===== config.mk =====
export PLATFORM = sky130hd
export DESIGN_NAME = dlb_lock_ctrl
export DESIGN_NICKNAME = d
export VERILOG_FILES = /design/src/rtl/dlb_pkg.sv /design/src/rtl/dlb_sync.sv /design/src/rtl/dlb_phase_det.sv /design/src/rtl/dlb_bias_acc.sv /design/src/rtl/dlb_lock_mon.sv /design/src/rtl/dlb_lock_ctrl.sv
export SDC_FILE = /design/constraint.sdc
export NUM_CORES = 1
export LEC_CHECK = 0
export ABC_AREA = 1
export CORE_MARGIN = 2
export CORE_UTILIZATION = 55
export DETAILED_ROUTE_END_ITERATION = 12
export GPL_TIMING_DRIVEN = 0
export PLACE_DENSITY = 0.78
export SYNTH_ARGS = -nofsm -noshare
export SYNTH_HDL_FRONTEND = slang
export SYNTH_HIERARCHICAL = 1
export SYNTH_SLANG_ARGS = --single-unit

===== constraint.sdc =====
create_clock -name clk -period 3.8 [get_ports clk]
set_input_delay 1.14 -clock clk [delete_from_list [all_inputs] [get_ports clk]]
set_output_delay 1.14 -clock clk [all_outputs]
set_load 0.1 [all_outputs]

===== src/rtl/dlb_pkg.sv =====
package dlb_pkg;

    localparam int unsigned DLB_CODE_W    = 6;
    localparam int unsigned DLB_SYNC_N    = 2;
    localparam int unsigned DLB_ALT_RUN   = 4;
    localparam int unsigned DLB_SAME_RUN  = 3;

    // One phase decision per beat edge
    typedef struct packed {
        logic valid;
        logic late;
    } verdict_t;

    typedef enum logic [1:0] {
        MOVE_HOLD = 2'd0,
        MOVE_UP   = 2'd1,
        MOVE_DN   = 2'd2
    } move_e;

    // Turns a decision into a code move, absorbing it at either rail
    function automatic move_e pick_move(verdict_t v, logic at_top, logic at_floor);
        if (!v.valid) begin
            return MOVE_HOLD;
        end else if (v.late) begin
            return at_top ? MOVE_HOLD : MOVE_UP;
        end else begin
            return at_floor ? MOVE_HOLD : MOVE_DN;
        end
    endfunction

endpackage


===== src/rtl/dlb_sync.sv =====
module dlb_sync #(
    parameter int unsigned WIDTH  = 2,
    parameter int unsigned STAGES = 2
) (
    input  logic             clk,
    input  logic             rst,
    input  logic [WIDTH-1:0] d_in,
    output logic [WIDTH-1:0] d_out
);

    logic [STAGES-1:0][WIDTH-1:0] chain;

    always_ff @(posedge clk) begin
        if (rst) begin
            chain <= '0;
        end else begin
            chain[0] <= d_in;
            for (int s = 1; s < STAGES; s++) begin
                chain[s] <= chain[s-1];
            end
        end
    end

    assign d_out = chain[STAGES-1];

endmodule


===== src/rtl/dlb_phase_det.sv =====
module dlb_phase_det
    import dlb_pkg::*;
#(
    parameter int unsigned SYNC_N = DLB_SYNC_N
) (
    input  logic     clk,
    input  logic     rst,
    input  logic     beat_clk,
    input  logic     done_n,
    output verdict_t verdict
);

    localparam int unsigned LINES = 2;

    logic [LINES-1:0] raw_lines;
    logic [LINES-1:0] sync_lines;
    logic             beat_s;
    logic             done_s;
    logic             beat_prev;
    logic             beat_rise;

    assign raw_lines = {beat_clk, done_n};

    dlb_sync #(
        .WIDTH  (LINES),
        .STAGES (SYNC_N)
    ) u_sync (
        .clk   (clk),
        .rst   (rst),
        .d_in  (raw_lines),
        .d_out (sync_lines)
    );

    assign beat_s    = sync_lines[1];
    assign done_s    = sync_lines[0];
    assign beat_rise = beat_s & ~beat_prev;

    always_ff @(posedge clk) begin
        if (rst) begin
            beat_prev <= 1'b0;
            verdict   <= '0;
        end else begin
            beat_prev     <= beat_s;
            verdict.valid <= beat_rise;
            // completion still high at the edge: array is late
            verdict.late  <= beat_rise & done_s;
        end
    end

endmodule


===== src/rtl/dlb_bias_acc.sv =====
module dlb_bias_acc
    import dlb_pkg::*;
#(
    parameter int unsigned CODE_W = DLB_CODE_W
) (
    input  logic              clk,
    input  logic              rst,
    input  verdict_t          verdict,
    output logic [CODE_W-1:0] code,
    output logic              step_up,
    output logic              step_dn
);

    localparam logic [CODE_W-1:0] CODE_TOP   = '1;
    localparam logic [CODE_W-1:0] CODE_FLOOR = '0;

    move_e move;

    always_comb begin
        move = pick_move(verdict, code == CODE_TOP, code == CODE_FLOOR);
    end

    always_ff @(posedge clk) begin
        if (rst) begin
            code    <= CODE_FLOOR;
            step_up <= 1'b0;
            step_dn <= 1'b0;
        end else begin
            step_up <= (move == MOVE_UP);
            step_dn <= (move == MOVE_DN);
            case (move)
                MOVE_UP: code <= code + 1'b1;
                MOVE_DN: code <= code - 1'b1;
                default: code <= code;
            endcase
        end
    end

endmodule


===== src/rtl/dlb_lock_mon.sv =====
module dlb_lock_mon
    import dlb_pkg::*;
#(
    parameter int unsigned ALT_RUN  = DLB_ALT_RUN,
    parameter int unsigned SAME_RUN = DLB_SAME_RUN
) (
    input  logic     clk,
    input  logic     rst,
    input  verdict_t verdict,
    output logic     locked
);

    localparam int unsigned RUN_MAX = (ALT_RUN > SAME_RUN) ? ALT_RUN : SAME_RUN;
    localparam int unsigned RUN_W   = $clog2(RUN_MAX + 1);
    localparam logic [RUN_W-1:0] ALT_LIM  = RUN_W'(ALT_RUN);
    localparam logic [RUN_W-1:0] SAME_LIM = RUN_W'(SAME_RUN);
    localparam logic [RUN_W-1:0] RUN_ONE  = RUN_W'(1);

    logic             seen_q;
    logic             prev_late_q;
    logic [RUN_W-1:0] alt_q,  alt_d;
    logic [RUN_W-1:0] same_q, same_d;
    logic             lock_d;

    always_comb begin
        alt_d  = alt_q;
        same_d = same_q;
        lock_d = locked;
        if (verdict.valid) begin
            if (!seen_q) begin
                alt_d  = RUN_ONE;
                same_d = RUN_ONE;
            end else if (verdict.late != prev_late_q) begin
                alt_d  = (alt_q == ALT_LIM) ? alt_q : alt_q + RUN_ONE;
                same_d = RUN_ONE;
            end else begin
                alt_d  = RUN_ONE;
                same_d = (same_q == SAME_LIM) ? same_q : same_q + RUN_ONE;
            end
            if (alt_d == ALT_LIM) begin
                lock_d = 1'b1;
            end else if (same_d == SAME_LIM) begin
                lock_d = 1'b0;
            end
        end
    end

    always_ff @(posedge clk) begin
        if (rst) begin
            seen_q      <= 1'b0;
            prev_late_q <= 1'b0;
            alt_q       <= '0;
            same_q      <= '0;
            locked      <= 1'b0;
        end else begin
            alt_q  <= alt_d;
            same_q <= same_d;
            locked <= lock_d;
            if (verdict.valid) begin
                seen_q      <= 1'b1;
                prev_late_q <= verdict.late;
            end
        end
    end

endmodule


===== src/rtl/dlb_lock_ctrl.sv =====
module dlb_lock_ctrl
    import dlb_pkg::*;
#(
    parameter int unsigned CODE_W   = DLB_CODE_W,
    parameter int unsigned SYNC_N   = DLB_SYNC_N,
    parameter int unsigned ALT_RUN  = DLB_ALT_RUN,
    parameter int unsigned SAME_RUN = DLB_SAME_RUN
) (
    input  logic              clk,
    input  logic              rst,
    input  logic              beat_clk,
    input  logic              done_n,
    output logic [CODE_W-1:0] bias_code,
    output logic              step_up,
    output logic              step_dn,
    output logic              locked
);

    verdict_t verdict;

    dlb_phase_det #(
        .SYNC_N (SYNC_N)
    ) u_det (
        .clk      (clk),
        .rst      (rst),
        .beat_clk (beat_clk),
        .done_n   (done_n),
        .verdict  (verdict)
    );

    dlb_bias_acc #(
        .CODE_W (CODE_W)
    ) u_acc (
        .clk     (clk),
        .rst     (rst),
        .verdict (verdict),
        .code    (bias_code),
        .step_up (step_up),
        .step_dn (step_dn)
    );

    dlb_lock_mon #(
        .ALT_RUN  (ALT_RUN),
        .SAME_RUN (SAME_RUN)
    ) u_lock (
        .clk     (clk),
        .rst     (rst),
        .verdict (verdict),
        .locked  (locked)
    );

endmodule


==> flow_metrics.env <==
export IMPL_clk_pin_slew_ns=0.12
export IMPL_dieArea_mm2=0.002709
export IMPL_cp_slowest_cell="clkdlybuf4s50_1"
export IMPL_cp_end_kind="output port"
export IMPL_clk_latency_ns=0.31
export IMPL_final_max_slew_viol_count=0
export IMPL_min_period_ns=3.055
export IMPL_synth_area_mm2=0.001270
export IMPL_crit_fanout=5
export IMPL_max_stage_delay_ns=1.16
export IMPL_fin_crit_sh_pct=80.38
export IMPL_place_congestion=0.8646
export IMPL_cp_buffers_inverters=1
export IMPL_avgSynthCellArea_um2=7.175
export IMPL_place_hpwl_um=1757
export IMPL_die_w_um=52.05
export IMPL_drtIter0Drc=37
export IMPL_fmax_mhz=327.4
export IMPL_cts_tree="yes"
export IMPL_cpLargestDelayFamily="buffers and inverters"
export IMPL_grt_max_degree=13
export IMPL_synth_seq_cells=24
export IMPL_slew_headroom_pct=35.54
export IMPL_power_density_mw_per_mm2=267.5
export IMPL_detailroute_via_count=1113
export IMPL_die_h_um=52.05
export IMPL_cts_hold_buf=0
export IMPL_setup_viol=0
export IMPL_route_detailed_drc=0
export IMPL_wl_per_cell_um=10.57
export IMPL_ys_warnings_count=6
export IMPL_grt_pass1_wl_um=4098
export IMPL_cts_root_buf="clkbuf_4"
export IMPL_synthesis_nets=191
export IMPL_maxCapViolCount=0
export IMPL_ant_nets=0
export IMPL_vias_per_cell=5.059
export IMPL_postSynthCellCount=177
export IMPL_critical_path_class="reg -> out"
export IMPL_grt_setup_unrepaired="false"
export IMPL_core_mm2=0.002191
export IMPL_cts_resized=0
export IMPL_worstPathArrival_ns=1.91
export IMPL_nNetsFinal=208
export IMPL_htree_levels=1
export IMPL_fin_tns_setup_ns=0
export IMPL_irDropWorstVdd_mv=0.2534
export IMPL_hold_slack_ns=0.4176
export IMPL_cts_setup_buffers=0
export IMPL_fin_skew_ns=0.006363
export IMPL_hold_viol=0
export IMPL_syn_to_final_growth_pct=13.99
export IMPL_startpoint_type="flip-flop"
export IMPL_clock_sinks=24
export IMPL_run_status="finished, final reports clean"
export IMPL_initial_core_util_pct=57.97
export IMPL_grt_remaining_overflow=0
export IMPL_grt_pass1_vias=1002
export IMPL_synthDistinctLibCells=25
export IMPL_io_buffers=12
export IMPL_p_leak_nw=0.6407
export IMPL_drive_above_1_share_pct=6.250
export IMPL_rows=17
export IMPL_worstPathCellList="clkdlybuf4s50_1"
export IMPL_cp_required_ns=2.66
export IMPL_clock_path_buffers=2
export IMPL_wl_um=2325
export IMPL_cts_made_buffers=3
export IMPL_grt_total_usage_pct=20.38
export IMPL_utilization_pct=66.08
export IMPL_n_fill_cell=192
export IMPL_min_path_type="reg -> reg"
export IMPL_antenna_cells=0
export IMPL_ys_seq_area_share_pct=37.83
export IMPL_tightest_slew_ns=0.9639
export IMPL_dr_pass1_iters=4
export IMPL_io_pins=13
export IMPL_antenna_found_initial=0
## cells in the mapped netlist, drive strengths merged
cell type / instances / area share [%]
xnor2: 1 / 0.69
nand3b: 3 / 1.8
a21o: 1 / 0.59
dfxtp: 24 / 38
a211oi: 3 / 1.8
xor2: 2 / 1.4
buf: 2 / 1.2
inv: 39 / 12
a21oi: 14 / 5.8
nor4: 2 / 0.99
fa: 1 / 1.6
nor3b: 1 / 0.59
ha: 9 / 8.9
o21ai: 4 / 1.6
nor3: 2 / 1.2
or2: 1 / 0.49
nor2: 19 / 6.0
nand2: 34 / 10
clkbuf: 2 / 0.59
nand3: 13 / 5.1
## routing by layer
layer,vias to the layer above,wire (um),GRT usage [%]
met5,-,0,0
li1,580,-,-
met3,4,77,3.448
met2,17,1090,35.02
met4,0,31,7.895
met1,512,1125,25.18
## stage by stage
stage	power (W)	area, um^2	instances	setup WS [ns]
2_1_floorplan	0.0002764	1270	177	0.8740
4_1_cts	0.0003952	1448	220	0.7285
3_3_place_gp	0.0002831	1425	217	1.102
5_1_grt	0.0004078	1448	220	0.6995
3_5_place_dp	0.0002840	1425	217	1.104
6_report	0.0003872	1448	220	0.7455
## layout by cell type, fill, tap and decap left out, drive strengths merged, types with 4 or more instances in the layout
cell type       n
inv            39
nand2          34
dfxtp          24
nor2           19
a21oi          14
nand3          13
clkdlybuf4s50  12
ha              9
clkbuf          5
o21ai           4
## power by group
group	switching, W	total [W]	leakage [nW]	internal [W]
registers	0.00000254	0.000258	0.195	0.000256
logic	0.0000119	0.0000203	0.432	0.00000842
clock network	0.0000715	0.000109	0.0138	0.0000371
## sequential cells by signal, summed over array words and instances, names as in the netlist
signal and flops:
u_det/verdict 2, u_lock/prev_late_q 1, u_acc/step_dn 1, u_acc/code 6
u_acc/step_up 1, u_lock/same_q 3, u_det/u_sync/chain 2, u_lock/alt_q 3
u_lock/locked 1, u_det/beat_prev 1, u_det/u_sync/d_out 2, u_lock/seen_q 1
## final timing paths
| path | slack (ns) | from | depth (start not counted) | end |
|---|---|---|---|---|
| hold / removal | 0.42 | u_det/u_sync/chain[1]$_SDFF_PP0_ | 2 | u_det/u_sync/d_out[1]$_SDFF_PP0_ |
| setup / recovery | 0.75 | u_acc/code[1]$_SDFFE_PP0P_ | 1 | bias_code[1] |
| setup reg to reg | 1.27 | u_acc/code[0]$_SDFFE_PP0P_ | 12 | u_acc/code[4]$_SDFFE_PP0P_ |
| hold reg to reg | 0.42 | u_det/u_sync/chain[1]$_SDFF_PP0_ | 2 | u_det/u_sync/d_out[1]$_SDFF_PP0_ |
## cells by family (layout without fill, tap and decap cells)
| logic type | Yosys count | in the layout | synth area share [%] |
|---|---|---|---|
| AOI/OAI and AO/OA | 22 | 22 | 9.754 |
| xor gates and xnor gates | 3 | 3 | 2.069 |
| adders and majority gates | 10 | 10 | 10.44 |
| buffers and inverters | 43 | 58 | 13.30 |
| DFF | 24 | 24 | 37.83 |
| and+or+nand+nor | 75 | 75 | 26.60 |
## cell type report
type                            count  area, um^2  share of cell area [%]
Buffer                              4       22.52                   1.556
Clock buffer                        3       22.52                   1.556
Inverter                           39       146.4                   10.11
Multi-Input combinational cell    110       620.6                   42.87
Sequential cell                    24       480.5                   33.19
Tap cell                           28       35.03                   2.420
Timing Repair Buffer               12       120.1                   8.297
Power figures use the tool's default switching activity.
